`src/rtl/excl_mon_pkg.sv`:
```
`timescale 1ns/1ps
package excl_mon_pkg;
    typedef enum logic [1:0] {
        OP_LOAD  = 2'd0,
        OP_STORE = 2'd1,
        OP_LDX   = 2'd2,
        OP_STX   = 2'd3
    } op_e;
endpackage

```
`src/rtl/excl_mon_arb.sv`:
```
`timescale 1ns/1ps
module excl_mon_arb #(
    parameter int N_PORTS = 3,
    localparam int PW = (N_PORTS > 1) ? $clog2(N_PORTS) : 1
) (
    input  logic               clk,
    input  logic               rst_n,
    input  logic [N_PORTS-1:0] req,
    output logic [N_PORTS-1:0] gnt,
    output logic               any,
    output logic [PW-1:0]      idx
);
    always_comb begin
        gnt = '0;
        any = 1'b0;
        idx = '0;
        for (int i = N_PORTS - 1; i >= 0; i--) begin
            if (req[i]) begin
                gnt = '0;
                gnt[i] = 1'b1;
                any = 1'b1;
                idx = PW'(i);
            end
        end
    end

    assert_grant_onehot_R9 : assert property (@(posedge clk) disable iff (!rst_n)
        $onehot0(gnt));

    for (genvar gi = 0; gi < N_PORTS; gi++) begin : g_prio
        assert_grant_requested_R9 : assert property (@(posedge clk) disable iff (!rst_n)
            gnt[gi] |-> req[gi]);
        if (gi > 0) begin : g_low
            assert_lowest_wins_R9 : assert property (@(posedge clk) disable iff (!rst_n)
                gnt[gi] |-> (req[gi-1:0] == '0));
        end
    end
endmodule

```
`src/rtl/excl_mon_mem.sv`:
```
`timescale 1ns/1ps
module excl_mon_mem #(
    parameter int ADDR_W = 6,
    parameter int DATA_W = 32,
    localparam int DEPTH = 1 << ADDR_W
) (
    input  logic              clk,
    input  logic              rst_n,
    input  logic              rd_en,
    input  logic              wr_en,
    input  logic [ADDR_W-1:0] addr,
    input  logic [DATA_W-1:0] wdata,
    output logic [DATA_W-1:0] rdata
);
    typedef struct packed {
        logic [DEPTH-1:0][DATA_W-1:0] word;
        logic [DATA_W-1:0]            rd;
    } mem_t;

    mem_t m_d, m_q;

    always_comb begin
        m_d = m_q;
        if (rd_en) m_d.rd = m_q.word[addr];
        if (wr_en) m_d.word[addr] = wdata;
    end

    always_ff @(posedge clk) begin
        if (!rst_n) m_q <= '0;
        else        m_q <= m_d;
    end

    assign rdata = m_q.rd;
endmodule

```
`src/rtl/excl_mon_track.sv`:
```
`timescale 1ns/1ps
module excl_mon_track
    import excl_mon_pkg::*;
#(
    parameter int N_PORTS = 3,
    parameter int ADDR_W  = 6,
    localparam int PW = (N_PORTS > 1) ? $clog2(N_PORTS) : 1
) (
    input  logic              clk,
    input  logic              rst_n,
    input  logic              op_valid,
    input  logic [PW-1:0]     op_port,
    input  op_e               op_kind,
    input  logic [ADDR_W-1:0] op_addr,
    input  logic              op_shared,
    output logic              stx_pass,
    output logic              wr_en
);
    typedef struct packed {
        logic [N_PORTS-1:0]             loc_busy;
        logic [N_PORTS-1:0][ADDR_W-1:0] loc_addr;
        logic [N_PORTS-1:0]             tag_ok;
        logic [N_PORTS-1:0][ADDR_W-1:0] tag_addr;
    } mon_t;

    mon_t s_d, s_q;

    always_comb begin
        s_d      = s_q;
        stx_pass = 1'b0;
        wr_en    = 1'b0;
        if (op_valid) begin
            case (op_kind)
                OP_LDX: begin
                    s_d.loc_busy[op_port] = 1'b1;
                    s_d.loc_addr[op_port] = op_addr;
                    if (op_shared) begin
                        s_d.tag_ok[op_port]   = 1'b1;
                        s_d.tag_addr[op_port] = op_addr;
                    end
                end
                OP_STX: begin
                    stx_pass = s_q.loc_busy[op_port]
                            && (s_q.loc_addr[op_port] == op_addr)
                            && (!op_shared
                                || (s_q.tag_ok[op_port] && (s_q.tag_addr[op_port] == op_addr)));
                    s_d.loc_busy[op_port] = 1'b0;
                end
                default: ;
            endcase
            wr_en = (op_kind == OP_STORE) || stx_pass;
            if (wr_en) begin
                for (int q = 0; q < N_PORTS; q++) begin
                    if ((PW'(q) != op_port) && s_q.tag_ok[q] && (s_q.tag_addr[q] == op_addr))
                        s_d.tag_ok[q] = 1'b0;
                end
            end
        end
    end

    always_ff @(posedge clk) begin
        if (!rst_n) s_q <= '0;
        else        s_q <= s_d;
    end

    for (genvar gq = 0; gq < N_PORTS; gq++) begin : g_chk
        assert_stx_opens_local_R5 : assert property (@(posedge clk) disable iff (!rst_n)
            (op_valid && op_kind == OP_STX && op_port == PW'(gq)) |=> !s_q.loc_busy[gq]);
        assert_write_drops_tag_R6 : assert property (@(posedge clk) disable iff (!rst_n)
            (wr_en && op_port != PW'(gq) && s_q.tag_ok[gq] && s_q.tag_addr[gq] == op_addr)
            |=> !s_q.tag_ok[gq]);
    end
endmodule

```
`src/rtl/excl_mon_top.sv`:
```
`timescale 1ns/1ps
module excl_mon_top
    import excl_mon_pkg::*;
#(
    parameter int N_PORTS = 3,
    parameter int ADDR_W  = 6,
    parameter int OFS_W   = 8,
    parameter int DATA_W  = 32
) (
    input  logic                        clk,
    input  logic                        rst_n,
    input  logic [N_PORTS-1:0]          req_valid,
    input  logic [2*N_PORTS-1:0]        req_op,
    input  logic [N_PORTS-1:0]          req_shared,
    input  logic [N_PORTS*ADDR_W-1:0]   req_base,
    input  logic [N_PORTS*OFS_W-1:0]    req_ofs,
    input  logic [N_PORTS*DATA_W-1:0]   req_wdata,
    output logic [N_PORTS-1:0]          req_grant,
    output logic [N_PORTS-1:0]          rsp_valid,
    output logic [DATA_W-1:0]           rsp_rdata,
    output logic                        rsp_status
);
    localparam int PW = (N_PORTS > 1) ? $clog2(N_PORTS) : 1;

    typedef struct packed {
        logic [N_PORTS-1:0] valid;
        logic               status;
    } rsp_t;

    logic              g_any;
    logic [PW-1:0]     g_idx;
    op_e               sel_op;
    logic              sel_sh;
    logic [ADDR_W-1:0] sel_addr;
    logic [DATA_W-1:0] sel_wdata;
    logic              pass, wr_en;
    rsp_t              r_d, r_q;

    excl_mon_arb #(.N_PORTS(N_PORTS)) u_arb (
        .clk(clk), .rst_n(rst_n), .req(req_valid),
        .gnt(req_grant), .any(g_any), .idx(g_idx)
    );

    always_comb begin
        sel_op    = OP_LOAD;
        sel_sh    = 1'b0;
        sel_addr  = '0;
        sel_wdata = '0;
        for (int i = 0; i < N_PORTS; i++) begin
            if (g_idx == PW'(i)) begin
                sel_op    = op_e'(req_op[2*i +: 2]);
                sel_sh    = req_shared[i];
                sel_addr  = req_base[ADDR_W*i +: ADDR_W] + ADDR_W'(req_ofs[OFS_W*i +: OFS_W]);
                sel_wdata = req_wdata[DATA_W*i +: DATA_W];
            end
        end
    end

    excl_mon_track #(.N_PORTS(N_PORTS), .ADDR_W(ADDR_W)) u_track (
        .clk(clk), .rst_n(rst_n), .op_valid(g_any), .op_port(g_idx),
        .op_kind(sel_op), .op_addr(sel_addr), .op_shared(sel_sh),
        .stx_pass(pass), .wr_en(wr_en)
    );

    excl_mon_mem #(.ADDR_W(ADDR_W), .DATA_W(DATA_W)) u_mem (
        .clk(clk), .rst_n(rst_n),
        .rd_en(g_any && (sel_op == OP_LOAD || sel_op == OP_LDX)),
        .wr_en(wr_en), .addr(sel_addr), .wdata(sel_wdata), .rdata(rsp_rdata)
    );

    always_comb begin
        r_d.valid  = g_any ? req_grant : '0;
        r_d.status = g_any && (sel_op == OP_STX) && !pass;
    end

    always_ff @(posedge clk) begin
        if (!rst_n) r_q <= '0;
        else        r_q <= r_d;
    end

    assign rsp_valid  = r_q.valid;
    assign rsp_status = r_q.status;

    for (genvar gp = 0; gp < N_PORTS; gp++) begin : g_rsp
        assert_rsp_after_grant_R1 : assert property (@(posedge clk) disable iff (!rst_n)
            rsp_valid[gp] |-> $past(req_grant[gp]));
    end

    assert_status_in_rsp_R11 : assert property (@(posedge clk) disable iff (!rst_n)
        rsp_status |-> (rsp_valid != '0));
endmodule

```
`config.mk`:
```
export PLATFORM = sky130hd
export DESIGN_NAME = excl_mon_top
export DESIGN_NICKNAME = d
export VERILOG_FILES = /design/src/rtl/excl_mon_pkg.sv /design/src/rtl/excl_mon_arb.sv /design/src/rtl/excl_mon_mem.sv /design/src/rtl/excl_mon_track.sv /design/src/rtl/excl_mon_top.sv
export SDC_FILE = /design/constraint.sdc
export NUM_CORES = 2
export LEC_CHECK = 0
export BUFFER_PORTS_ARGS = -buffer_cell sky130_fd_sc_hd__buf_2
export CORE_MARGIN = 8
export CORE_UTILIZATION = 45
export CTS_CLUSTER_SIZE = 28
export DETAILED_ROUTE_END_ITERATION = 6
export SKIP_CTS_REPAIR_TIMING = 1
export SYNTH_ARGS = -nofsm -noshare
export SYNTH_HDL_FRONTEND = slang
export SYNTH_SLANG_ARGS = --single-unit
```
`constraint.sdc`:
```
create_clock -name clk -period 5.4 [get_ports clk]
set_clock_uncertainty 0.1 [all_clocks]
set_input_delay 0.54 -clock clk [delete_from_list [all_inputs] [get_ports clk]]
set_output_delay 0.54 -clock clk [all_outputs]
set_load 0.1 [all_outputs]
```
==> impl_metrics.yaml <==
run_status:
  status: "finished, violations left"
  violations: "DRC"
route:
  wl_per_cell_um: 28.4
  drtAntennaViolNets: 0
  drt_iter0_drc: 10636
  drc: 4
  drt_pre_antenna_iters: 7
  vias_per_cell: 6.18
  vias: 80321
  wl_mm: 369
logic_synthesis:
  syn_avg_cell_area_um2: 9.04
  synthesis.area_um2: 93200
  synth_ff_type: "dfxtp_1"
  synth_edf_count: 0
  yosysTopAreaCell: "dfxtp_1"
  seq_area_frac_synth_pct: 45.7
  synth_commonest_cells: "nand2_1 (3022), mux2i_1 (2159), dfxtp_1 (2126), clkbuf_1 (646), a21oi_1 (411)"
  synthCells: 10311
  synthTopCellsByArea: "dfxtp_1 (46%), mux2i_1 (23%), nand2_1 (12%)"
  synthArstFlopShare_pct: 0
  synth_seq_cells: 2126
  synth_top_area_share_pct: 45.7
  ys_warn_count: 0
  syn_nets: 10481
  ys_types: 80
  yosysMostFrequentCell: "nand2_1"
clock_tree:
  root_buffer: "clkbuf_16"
  cts_tree: "yes"
  htreeDepth: 4
  cts_inserted_buffers: 219
  clock_sinks: 2126
  clk-insertion-delay-late_ns: 0.88
  cts.clk_slew.worst_paths_ns: 0.06
  cts_max_path_buffers: 3
sta:
  finalCriticalPeriod_ns: 4.48
  timing.fmax_mhz: 223
  tightest_slew_ns: 1.45
  finalCritPeriodShare_pct: 82.9
  setup_violations: 0
  setup_tns_ns: 0
  drv_slew: 0
  finalHoldViolCount: 0
  setup_slack_ns: 0.921
  rsz0062_at_grt: "no"
  slew_headroom_pct: 3.19
worst_setup_path:
  critical_path.startpoint: "req_base[12]"
  worst-path-max-fanout: 22
  crit_type: "input port to flop"
  cp-end-kind: "flop"
  reg2reg_slack_ns: 2.07
  cp-start-kind: "input port"
  rr_worst_depth: 11
  r2r_start: "u_track.s_q[6]"
  timing.rr.end: "u_mem.m_q[1369]"
  crit_arrival_ns: 5.17
  required_ns: 6.09
grt:
  grt_usage_pct: 31.4
  grt.overflow.total: 0
  grt_pass1_vias: 76904
  antenna_found_initial: 10
  grt_max_degree: 263
  grt_pass1_wl_mm: 527
worst_hold_path:
  worstHoldPathType: "input port to flop"
  min_from: "req_op[4]"
  worstHoldEndpoint: "u_track.s_q[35]"
  hold_depth: 3
floorplan:
  rows: 167
  die_x_um: 471
  coreArea_um2: 206000
  dieArea_um2: 222000
  start_util_pct: 45.1
  die_h_um: 471
  io_pins: 191
pwr:
  ir_worst_vdd_uv: 340
  p_per_area_nw_per_um2: 350
  p_leak_nw: 49.0
  power.total_mw: 37.0
layout:
  nets: 10284
  syn_to_final_growth_pct: 13.4
  drive_gt1_share_pct: 10.8
place:
  place_congestion: 0.891
  pre_cts_slack_ns: 0.199
  io_buffers: 184
  dp_hpwl_mm: 220
run:
  drv_cap: 0
[worst max-delay path, cell delays in order]
cell and delay, ns:
buf_2 0.10, ha_1 0.23, inv_1 0.08, fa_1 0.40, nor4bb_1 0.18, nor4_4 0.37
buf_12 0.30, nand2_4 0.15, nor2_4 0.84, a221oi_1 0.27, a21oi_1 1.00, a2111oi_0 0.23
buf_4 0.24, a31oi_1 0.16
[kinds of logic (layout without fill, tap and decap cells)]
| group | count (synthesis) | count (layout) | share of synthesized area (%) |
|---|---|---|---|
| and+or+nand+nor | 3555 | 3555 | 15.5 |
| muxes | 2190 | 2190 | 23.7 |
| DFF | 2126 | 2126 | 45.7 |
| AOI/OAI and AO/OA | 1349 | 1349 | 9.91 |
| buffers and inverters | 1039 | 1021 | 4.68 |
| xor gates and xnor gates | 34 | 34 | 0.320 |
| adders and majority gates | 18 | 18 | 0.266 |
| other | 0 | 1 | 0 |
[layout make-up]
type	instances	area, um2
multi-input combinational	7146	46900
fill	18800	101000
antenna	1	2.50
sequential	2126	42600
inverter	11	41.3
clock inverter	73	1050
tap	2704	3380
clock buffer	327	6390
timing repair buffer	610	5260
[registers in the layout, indices dropped and copies added, names as in the netlist, named ones only]
signal / flops
rsp_valid: 3
u_track.s_q: 39
u_mem.rdata: 32
rsp_status: 1
u_mem.m_q: 2048
[metal layers]
metal / track usage [%] / routed length (um) / part of all wire, % / vias up
met4: 15.9 / 21500 / 5.8 / 10
li1: - / - / - / 35153
met2: 49.7 / 163000 / 44 / 4151
met5: 0 / 58 / 0.016 / -
met1: 40.9 / 150000 / 41 / 40001
met3: 6.14 / 34600 / 9.4 / 1006
[per-stage QoR]
step	instances	area [um2]	hold WS (ns)	util, %
2_1_floorplan	10311	93200	0.330	-
5_1_grt	12997	106000	0.0243	51.2
3_3_place_gp	12594	98200	0.338	47.5
6_report	12998	106000	0.0135	51.2
4_1_cts	12994	106000	-0.152	51.1
3_5_place_dp	12594	98200	0.347	47.5
[cells in the final DEF, fill, tap and decap left out, drive strengths merged, types with 76 or more instances in the layout]
master / count
a22oi: 196
mux2i: 2159
dfxtp: 2126
clkbuf: 327
nand2: 3022
nor2: 125
buf: 607
o21ai: 121
a211oi: 76
a21oi: 411
nand3: 233
a221oi: 88
[how the worst max path moves through the flow]
stage | slack (ns) | to | cells past startpoint
after floorplan | 1.39 | u_mem.m_q[961] | 14
after global placement | 0.33 | u_mem.rdata[13] | 14
after detailed placement | 0.20 | u_mem.rdata[13] | 12
after CTS | 1.09 | u_mem.rdata[13] | 12
after global routing | 0.80 | u_mem.rdata[13] | 12
final | 0.92 | u_mem.rdata[13] | 14
[power breakdown]
group	switching, mW	total [mW]	internal [mW]
Clock	6.67	15.7	9.06
Combinational	4.23	5.41	1.18
Sequential	0.0783	15.9	15.8
Total	11.0	37.0	26.0
No activity file was read; power rests on OpenSTA's default activity.
